**src/rtl/twm_pkg.sv**
```systemverilog
package twm_pkg;
    typedef enum logic [2:0] {
        ST_IDLE,
        ST_RX,
        ST_ACK,
        ST_TX,
        ST_TXACK,
        ST_WAIT,
        ST_PROG
    } twm_state_e;

    localparam logic [3:0] TYPE_PREFIX = 4'b1010;
endpackage

```
**src/rtl/twm_sync.sv**
```systemverilog
module twm_sync #(
    parameter int WIDTH = 2
) (
    input  logic             clk,
    input  logic             rst_n,
    input  logic [WIDTH-1:0] async_i,
    output logic [WIDTH-1:0] sync_o
);
    logic [WIDTH-1:0] meta_q;
    logic [WIDTH-1:0] hold_q;

    // idle bus level is high on both lines
    always_ff @(posedge clk or negedge rst_n) begin
        if (!rst_n) begin
            meta_q <= '1;
            hold_q <= '1;
        end else begin
            meta_q <= async_i;
            hold_q <= meta_q;
        end
    end

    assign sync_o = hold_q;
endmodule

```
**src/rtl/twm_mem.sv**
```systemverilog
module twm_mem #(
    parameter int MEM_DEPTH = 256,
    localparam int AW = $clog2(MEM_DEPTH)
) (
    input  logic          clk,
    input  logic          rst_n,
    input  logic          wr_en,
    input  logic [AW-1:0] wr_addr,
    input  logic [7:0]    wr_data,
    input  logic [AW-1:0] rd_addr,
    output logic [7:0]    rd_data
);
    logic [7:0] cell_q [MEM_DEPTH];

    always_ff @(posedge clk or negedge rst_n) begin
        if (!rst_n) begin
            for (int i = 0; i < MEM_DEPTH; i++) cell_q[i] <= 8'h00;
        end else if (wr_en) begin
            cell_q[wr_addr] <= wr_data;
        end
    end

    assign rd_data = cell_q[rd_addr];
endmodule

```
**src/rtl/twm_core.sv**
```systemverilog
module twm_core
    import twm_pkg::*;
#(
    parameter int MEM_DEPTH   = 256,
    parameter int PROG_CYCLES = 1000,
    localparam int AW = $clog2(MEM_DEPTH),
    localparam int TW = $clog2(PROG_CYCLES + 1)
) (
    input  logic          clk,
    input  logic          rst_n,
    input  logic          scl_s,
    input  logic          sda_s,
    input  logic [1:0]    strap_eff,
    input  logic [7:0]    rd_data,
    output logic [AW-1:0] ptr,
    output logic          wr_en,
    output logic [7:0]    wr_data,
    output logic          sda_pull,
    output logic          busy
);
    typedef struct packed {
        twm_state_e    state;
        logic [1:0]    idx;
        logic [3:0]    bcnt;
        logic [7:0]    sh;
        logic [AW-1:0] ptr;
        logic [7:0]    dat;
        logic          pend;
        logic          rw;
        logic          mack;
        logic [TW-1:0] timer;
        logic          pull;
    } core_t;

    core_t q, d;
    logic  scl_p_q, sda_p_q;
    logic  start_ev, stop_ev, scl_rise, scl_fall, sel_ok;

    assign start_ev = scl_s & scl_p_q & sda_p_q & ~sda_s;
    assign stop_ev  = scl_s & scl_p_q & ~sda_p_q & sda_s;
    assign scl_rise = scl_s & ~scl_p_q;
    assign scl_fall = ~scl_s & scl_p_q;
    assign sel_ok   = (q.sh[7:4] == TYPE_PREFIX) && (q.sh[2:1] == strap_eff);

    always_comb begin
        d     = q;
        wr_en = 1'b0;
        if (q.state == ST_PROG) begin
            if (q.timer == '0) d.state = ST_IDLE;
            else               d.timer = q.timer - 1'b1;
        end else if (start_ev) begin
            d.state = ST_RX;
            d.idx   = 2'd0;
            d.bcnt  = 4'd0;
            d.pend  = 1'b0;
            d.pull  = 1'b0;
        end else if (stop_ev) begin
            d.pull = 1'b0;
            if (q.pend) begin
                wr_en   = 1'b1;
                d.pend  = 1'b0;
                d.state = ST_PROG;
                d.timer = TW'(PROG_CYCLES - 1);
            end else begin
                d.state = ST_IDLE;
            end
        end else begin
            case (q.state)
                ST_RX: begin
                    if (scl_rise) begin
                        d.sh   = {q.sh[6:0], sda_s};
                        d.bcnt = q.bcnt + 1'b1;
                    end else if (scl_fall && q.bcnt == 4'd8) begin
                        d.state = ST_ACK;
                        d.pull  = 1'b1;
                        case (q.idx)
                            2'd0: begin
                                d.rw = q.sh[0];
                                if (!sel_ok) begin
                                    d.state = ST_IDLE;
                                    d.pull  = 1'b0;
                                end
                            end
                            2'd1, 2'd2: d.ptr = AW'({8'(q.ptr), q.sh});
                            default: begin
                                d.dat  = q.sh;
                                d.pend = 1'b1;
                            end
                        endcase
                    end
                end
                ST_ACK: begin
                    if (scl_fall) begin
                        d.pull = 1'b0;
                        d.bcnt = 4'd0;
                        d.idx  = q.idx + 1'b1;
                        if (q.idx == 2'd0 && q.rw) begin
                            d.state = ST_TX;
                            d.sh    = rd_data;
                            d.pull  = ~rd_data[7];
                        end else if (q.idx == 2'd3) begin
                            d.state = ST_WAIT;
                        end else begin
                            d.state = ST_RX;
                        end
                    end
                end
                ST_TX: begin
                    if (scl_fall) begin
                        if (q.bcnt == 4'd7) begin
                            d.state = ST_TXACK;
                            d.pull  = 1'b0;
                            d.ptr   = q.ptr + 1'b1;
                        end else begin
                            d.sh   = {q.sh[6:0], 1'b0};
                            d.bcnt = q.bcnt + 1'b1;
                            d.pull = ~q.sh[6];
                        end
                    end
                end
                ST_TXACK: begin
                    if (scl_rise) begin
                        d.mack = ~sda_s;
                    end else if (scl_fall) begin
                        if (q.mack) begin
                            d.state = ST_TX;
                            d.sh    = rd_data;
                            d.bcnt  = 4'd0;
                            d.pull  = ~rd_data[7];
                        end else begin
                            d.state = ST_WAIT;
                        end
                    end
                end
                default: ;
            endcase
        end
    end

    always_ff @(posedge clk or negedge rst_n) begin
        if (!rst_n) begin
            q       <= '{state: ST_IDLE, default: '0};
            scl_p_q <= 1'b1;
            sda_p_q <= 1'b1;
        end else begin
            q       <= d;
            scl_p_q <= scl_s;
            sda_p_q <= sda_s;
        end
    end

    assign ptr      = q.ptr;
    assign wr_data  = q.dat;
    assign sda_pull = q.pull;
    assign busy     = (q.state == ST_PROG);

    a_r7_deaf_while_busy: assert property (@(posedge clk) disable iff (!rst_n)
        busy |-> !sda_pull);
    a_r8_drive_only_scl_low: assert property (@(posedge clk) disable iff (!rst_n)
        (sda_pull != $past(sda_pull)) |-> !scl_s);
    a_r6_stop_commits: assert property (@(posedge clk) disable iff (!rst_n)
        (stop_ev && q.pend && !busy) |=> busy);
    a_r2_start_restarts: assert property (@(posedge clk) disable iff (!rst_n)
        (start_ev && !busy) |=> (q.state == ST_RX && q.bcnt == 4'd0 && !q.pend));
    a_r3_mismatch_no_ack: assert property (@(posedge clk) disable iff (!rst_n)
        (q.state == ST_RX && q.idx == 2'd0 && scl_fall && q.bcnt == 4'd8
         && !start_ev && !stop_ev && q.sh[7:4] != TYPE_PREFIX) |=> !sda_pull);
endmodule

```
**src/rtl/twowire_mem_slave.sv**
```systemverilog
module twowire_mem_slave #(
    parameter int         MEM_DEPTH   = 256,
    parameter int         PROG_CYCLES = 1000,
    parameter logic [1:0] STRAP_USED  = 2'b11
) (
    input  logic       clk,
    input  logic       rst_n,
    input  logic       scl_i,
    input  logic       sda_i,
    input  logic [1:0] strap_i,
    output logic       sda_pull_o,
    output logic       busy_o
);
    localparam int AW = $clog2(MEM_DEPTH);

    logic [1:0]    line_s;
    logic [1:0]    strap_eff;
    logic [AW-1:0] ptr;
    logic [7:0]    rd_data, wr_data;
    logic          wr_en;

    // an unused strap position reads as logic 0
    assign strap_eff = strap_i & STRAP_USED;

    twm_sync #(.WIDTH(2)) u_sync (
        .clk(clk), .rst_n(rst_n), .async_i({scl_i, sda_i}), .sync_o(line_s)
    );

    twm_core #(.MEM_DEPTH(MEM_DEPTH), .PROG_CYCLES(PROG_CYCLES)) u_core (
        .clk(clk), .rst_n(rst_n), .scl_s(line_s[1]), .sda_s(line_s[0]),
        .strap_eff(strap_eff), .rd_data(rd_data), .ptr(ptr), .wr_en(wr_en),
        .wr_data(wr_data), .sda_pull(sda_pull_o), .busy(busy_o)
    );

    twm_mem #(.MEM_DEPTH(MEM_DEPTH)) u_mem (
        .clk(clk), .rst_n(rst_n), .wr_en(wr_en), .wr_addr(ptr),
        .wr_data(wr_data), .rd_addr(ptr), .rd_data(rd_data)
    );
endmodule

```
**config.mk**
```make
export PLATFORM = sky130hd
export DESIGN_NAME = twowire_mem_slave
export DESIGN_NICKNAME = d
export VERILOG_FILES = /design/src/rtl/twm_pkg.sv /design/src/rtl/twm_sync.sv /design/src/rtl/twm_mem.sv /design/src/rtl/twm_core.sv /design/src/rtl/twowire_mem_slave.sv
export SDC_FILE = /design/constraint.sdc
export NUM_CORES = 2
export LEC_CHECK = 0
export BUFFER_PORTS_ARGS = -buffer_cell sky130_fd_sc_hd__buf_2
export CORE_MARGIN = 5
export CORE_UTILIZATION = 65
export CTS_BUF_LIST = sky130_fd_sc_hd__clkbuf_8
export CTS_CLUSTER_SIZE = 16
export DETAILED_ROUTE_END_ITERATION = 6
export GPL_TIMING_DRIVEN = 0
export PLACE_DENSITY = 0.81
export RECOVER_POWER = 25
export SETUP_SLACK_MARGIN = 0.5
export SLEW_MARGIN = 25
export SYNTH_ARGS = -nofsm -noshare
export SYNTH_HDL_FRONTEND = slang
export SYNTH_SLANG_ARGS = --single-unit
```
**constraint.sdc**
```tcl
create_clock -name clk -period 3.94 [get_ports clk]
set_clock_uncertainty 0.05 [all_clocks]
set_input_delay 0.591 -clock clk [delete_from_list [all_inputs] [get_ports clk]]
set_output_delay 0.591 -clock clk [all_outputs]
set_load 0.03 [all_outputs]
```
# Word level (Yosys, flattened, before mapping)
# Index checks and enable logic that the tools add are counted.
dict set report totals {
  regBits 2101
  out_inout_bits 2
  word_cells 446
}
dict set report classes {
  add_sub_neg 4
  magnitude_cmp 2
  n_eq_ne 51
  n_mux 71
  bitwise_logic 17
  reduce_logical 30
}
# op n
set ops {}
lappend ops {{2048-bit bitwise mux} 1}
lappend ops {{18-bit two-way mux} 6}
lappend ops {{8-bit binary-select mux with 8-bit select} 1}
lappend ops {{8-bit demux with 8-bit select} 1}
lappend ops {{10-bit two-way mux} 6}
lappend ops {{12-bit two-way mux} 5}
lappend ops {{8-bit two-way mux} 6}
lappend ops {{12-bit case mux with 4 select lines} 1}
lappend ops {{3-bit two-way mux} 13}
lappend ops {{30-bit two-way mux} 1}
lappend ops {{5-bit by 2-bit != test with 1-bit output (second input constant)} 6}
lappend ops {{9-bit AND reduction} 3}
lappend ops {{4-bit by 1-bit != test with 1-bit output (second input constant)} 6}
lappend ops {{1-bit two-way mux} 20}
lappend ops {{20-bit two-way mux} 1}
lappend ops {{5-bit by 3-bit != test with 1-bit output (second input constant)} 4}
lappend ops {{9-bit two-way mux} 2}
lappend ops {{2-bit by 1-bit != test with 1-bit output (second input constant)} 9}
lappend ops {{17-bit two-way mux} 1}
lappend ops {{8-bit case mux with 2 select lines} 1}
lappend ops {{3-bit by 1-bit != test with 1-bit output (second input constant)} 5}
lappend ops {{7-bit AND reduction} 2}
lappend ops {{4-bit by 2-bit != test with 1-bit output (second input constant)} 3}
lappend ops {{3-bit case mux with 4 select lines} 1}
lappend ops {{36 further kinds} 70}

# Logic depth before layout (Yosys ltp)
dict set report logic_depth {
  depth_word 13
  mapped_depth 13
  depth_no_buf 9
}

# By module
# Synthesis repeated with hierarchy kept, for this count alone.
dict set report hier_totals {
  cells_unflattened 6371
  hier_area_um2 96517.6
}
# module instances cells_per_inst area_each_um2 seq_area_each_um2
set by_module_without_submodules {}
lappend by_module_without_submodules {twm_mem 1 6068 93414.6 51249.2}
lappend by_module_without_submodules {twm_core 1 299 2997.9 1228.7}
lappend by_module_without_submodules {twm_sync 1 4 105.1 105.1}

# Worst setup path before layout
# Ideal clock, no wire load.
dict set report synth_path {
  path_kind {reg-to-reg}
  startpoint {register u_core.q (netlist bit u_core.ptr[0])}
  endpoint {register u_mem.cell_q[1624] (netlist name)}
  t_arrival_ns 2.725
  required_ns 3.765
  slack_ns 1.040
  stages_incl_launch_ff 12
  n_path_buf 6
  path_cell_list {dfrtp_1 > buf_6 > buf_6 > buf_6 > buf_4 > inv_1 > buf_2 > ha_1 > nand2_1 > clkbuf_1 > nor2_1 > mux2_2}
}
dict set report synth_via {
  elab_chain_cells 6
}
# item line_no
set synth_rtl {}
lappend synth_rtl {{start, declared} twm_core.sv:35} ;# core_t q, d;
lappend synth_rtl {{start signal, assigned} twm_core.sv:142} ;# q <= '{state: ST_IDLE, default: '0};
lappend synth_rtl {{start signal, assigned} twm_core.sv:146} ;# q <= d;
lappend synth_rtl {{8-bit inverter with 9-bit output (not written as such) *} twm_mem.sv:19} ;# cell_q[wr_addr] <= wr_data;
lappend synth_rtl {{9-bit >= comparator (not written as such) or 9-bit by 1-bit < comparator with 1-bit output (tied branches)} twm_mem.sv:19}
lappend synth_rtl {{1-bit logical AND (not written as such)} twm_mem.sv:19}
lappend synth_rtl {{8-bit two-way mux (not written as such)} twm_mem.sv:19}
lappend synth_rtl {{8-bit demux with 8-bit select *} twm_mem.sv:19}
lappend synth_rtl {{2048-bit bitwise mux *} twm_mem.sv:19}
lappend synth_rtl {{end signal, assigned by index} twm_mem.sv:19}
lappend synth_rtl {{end, declared} twm_mem.sv:13} ;# logic [7:0] cell_q [MEM_DEPTH];
# Mark *: on every way between the ends. The rest lies on a longest branch, timed or not.
# A chain may end at the register's enable or synchronous reset.

# Worst setup path in the final report
dict set report layout_path {
  startpoint {register u_core.q (netlist bit u_core.ptr[0])}
  endpoint {register u_core.q[30] (netlist name)}
}
dict set report layout_via {
  elab_chain_cells 8
}
# item line_no
set layout_rtl {}
lappend layout_rtl {{8-bit inverter with 9-bit output (not written as such) *} twm_mem.sv:23} ;# assign rd_data = cell_q[rd_addr];
lappend layout_rtl {{8-bit binary-select mux with 8-bit select *} twm_mem.sv:23}
lappend layout_rtl {{8-bit two-way mux (not written as such) * (2 in series)} twm_mem.sv:23}
lappend layout_rtl {{12-bit two-way mux} twm_core.sv:125} ;# if (q.mack) begin
lappend layout_rtl {{12-bit two-way mux} twm_core.sv:124} ;# end else if (scl_fall) begin
lappend layout_rtl {{12-bit two-way mux} twm_core.sv:122} ;# if (scl_rise) begin
lappend layout_rtl {{12-bit case mux with 4 select lines *} twm_core.sv:68} ;# case (q.state)
# Mark *: on every way between the ends. The rest lies on a longest branch, timed or not. The select of a mux whose other input is x is not followed.

==> out/qor.yml <==
status:
  status: "finished with violations"
  violations: "design-rule violations, max-capacitance violations, max-slew violations"
detailed_routing:
  first_iter_violations: 8372
  wl_per_cell_um: 40.2
  drc_errors: 3
  drt-total-wl_um: 361000
  antenna_left: 0
  num_vias: 65800
  via_per_inst: 7.32
  first_pass_iters: 7
floorplanning:
  start_util_pct: 65.5
  die_w_um: 394
  die_area_mm2: 0.155
  dieHeight_um: 394
  pin_count: 8
  rows: 140
  core_area_mm2: 0.146
yosys:
  synth_area_per_cell_um2: 15.5
  synth_top_area_share_pct: 54.8
  synth_largest_area_cell: "dfrtp_1"
  synthTopCellsByArea: "dfrtp_1 (55%), mux2_2 (24%), mux4_2 (12%)"
  syn_inst: 6185
  ys_ff_latch: 2101
  async_flop_share_pct: 100
  synth_ff_type: "dfrtp_1"
  yosys_warnings: 0
  synth-seq-area-share_pct: 54.9
  synth_edf_count: 0
  synth.cell_area_mm2: 0.0957
  synth_cell_types: 61
  syn_nets: 6201
worst_setup_path:
  cp.buffers_inverters: 5
  arrival_ps: 4590
  end_kind: "register"
  reg2reg_depth: 12
  r2r-start: "u_core.ptr[0]"
  timing.rr.end: "u_core.q[30]"
  crit_chain: "buf_12 > buf_4 > buf_16 > buf_16 > buf_16 > mux4_2 > o211ai_1 > o211ai_1 > a21oi_1 > o211ai_1 > a311oi_2 > a21oi_1"
  path_class: "register to register"
  cp_max_fo: 6
  slowest_stage: "o211ai_1"
  cp_top_family: "compound AO/OA/AOI/OAI gates"
  slowest_delay_ps: 640
  critPathLaunchType: "register"
  cp.required_ps: 4800
  reg2reg_setup_slack_ps: 200
power_and_ir_drop:
  irDropWorstVdd_uv: 389
  finalPower_mw: 57.3
  power_density_mw_per_mm2: 508
  cellLeakagePower_nw: 52.2
timing:
  hold_viol_final: 0
  tightest_slew_ps: 1830
  report.final.setup_viol: 0
  max-slew-margin-rel_pct: -22.1
  post-route-period-util_pct: 94.8
  setup_slack_ps: 204
  fmax_mhz: 268
  period_minus_slack_ps: 3740
  rsz0062_at_grt: "yes"
  slew_violations: 337
grt:
  grt_pass1_vias: 64900
  grt_pass1_wl_um: 491000
  antenna_found_initial: 36
  grt_usage_pct: 45.1
  grt_overflow_total: 0
  grt_max_degree: 139
clocking:
  insertion_delay_ps: 1100
  cts_tree: "built"
  clk_path_buf_depth: 4
  clkSinkCount: 2101
  root_buffer: "clkbuf_8"
  numCtsBuffers: 354
  path_clk_slew_ps: 70
  h-tree-depth: 5
flow_run:
  cap_violations: 4
finish:
  area_growth_syn_to_layout_pct: 17.9
  final_cell_mix: "dfrtp_1 (2093), mux2_2 (2053), mux4_2 (510), clkbuf_8 (450), clkbuf_1 (228)"
  seq_area_mm2: 0.0526
  final_common_cell: "dfrtp_1"
  finalCoreUtilization_pct: 77.3
  drive_gt1_share_pct: 56.0
  fin_nets: 6820
  num-fill-cells: 8186
  multi_input_comb_area_mm2: 0.0434
placed_design:
  place_congestion: 1.06
  dpl.hpwl_um: 242000
  place_ws_ps: -1230
  portBuffers: 7
hold_path:
  hold_path.class: "primary input to async pin"
-- sequential cells by signal (all words and copies together) (netlist names) --
signal,count
u_core.ptr,8
u_core.q,30
u_core.scl_p_q,1
u_core.sda_p_q,1
u_core.sda_pull,1
u_core.wr_data,8
u_mem.cell_q,2048
u_sync.meta_q,2
u_sync.sync_o,2
-- logic make-up (layout without fill, tap and decap cells) --
| logic type | count (synthesis) | count (layout) | synth area share (%) |
|---|---|---|---|
| buf+inv | 478 | 1335 | 2.14 |
| mux | 2657 | 2657 | 37.1 |
| compound gates | 410 | 410 | 2.88 |
| flops | 2101 | 2101 | 54.9 |
| other cells | 0 | 27 | 0 |
| xor+xnor | 10 | 10 | 0.0915 |
| simple gates | 519 | 519 | 2.67 |
| fa+ha+maj | 10 | 10 | 0.131 |
-- stage by stage --
stage,hold WS (ps),std cells,instance area (µm²),setup TNS (ps)
final,9.99,8986,113000,0
after global routing,54.8,8963,113000,0
after CTS,12.6,8792,110000,0
after detailed placement,297,8152,99400,-1137770
after global placement,301,8109,98100,-
after floorplan,245,6185,95700,0
-- where the power goes --
group	internal, mW	switching (mW)	leakage, nW
clock	10.7	9.03	4.02
sequential	21.7	0.231	29.3
combinational	5.05	10.5	18.9
total	37.5	19.8	52.2
-- area by class of cell --
class | count | share of cell area (%)
Clock inverter | 149 | 0.774
Multi-Input combinational cell | 3606 | 38.4
Buffer | 458 | 3.25
Sequential cell | 2101 | 46.6
Clock buffer | 445 | 5.43
Inverter | 20 | 0.0765
Tap cell | 1917 | 2.12
Timing Repair Buffer | 263 | 3.26
Antenna cell | 27 | 0.0599
-- cell usage after synthesis, types with 6 or more instances --
master and instances:
mux2i_1 89, o221ai_1 6, buf_6 7, dfrtp_1 2095, nor2_1 164, ha_1 10
o21ai_0 46, nor2b_1 14, mux4_2 510, a22oi_1 177, nand3_1 32, and2_1 6
buf_1 26, dfstp_2 6, nor3_1 19, xnor2_1 8, clkbuf_1 298, a21oi_1 96
o211ai_1 11, nand2b_1 12, buf_4 17, nor2_2 145, nand2_1 97, inv_1 19
a31oi_1 18, mux2_2 2054, buf_2 110, o41ai_1 16
-- per-layer routing --
metal / vias to the layer above / global-route usage, % / part of all wire (%)
li1: 24500 / - / -
met1: 34500 / 57.1 / 34
met2: 5188 / 61.2 / 41
met3: 1602 / 20.7 / 15
met4: 18 / 33.0 / 9.6
met5: - / 0.924 / 0.11
-- worst register-to-register path: stages, from the launching register on --
cell	delay, ps
dfrtp_2	430
buf_12	160
buf_4	180
buf_16	130
buf_16	130
buf_16	140
mux4_2	450
o211ai_1	640
o211ai_1	340
a21oi_1	200
o211ai_1	280
a311oi_2	360
a21oi_1	100
-- how the worst max path moves through the flow --
stage | from | end | slack (ps) | cells after the start
after floorplan | u_core.ptr[0] | u_mem.cell_q[1624] | 1040 | 11
final | u_core.ptr[0] | u_core.q[30] | 200 | 12
after global placement | rst_n | u_mem.cell_q[1637] | -42810 | 1
after CTS | u_core.ptr[1] | u_mem.cell_q[469] | 270 | 12
after global routing | u_sync.sync_o[1] | u_mem.cell_q[819] | 240 | 11
after detailed placement | u_core.ptr[1] | u_mem.cell_q[1593] | -1230 | 11
-- timing repair --
item | 4_1_cts | 5_1_grt
gates resized for setup | 677 | 274
cloned | 3 | 5
hold buffers | 3 | 0
hold endpoints to repair | 390 | 0
setup buffers | 40 | 161
setup endpoints to repair | 2062 | 1995
pin swaps | 39 | 82
No activity file was read; power rests on OpenSTA's default activity.
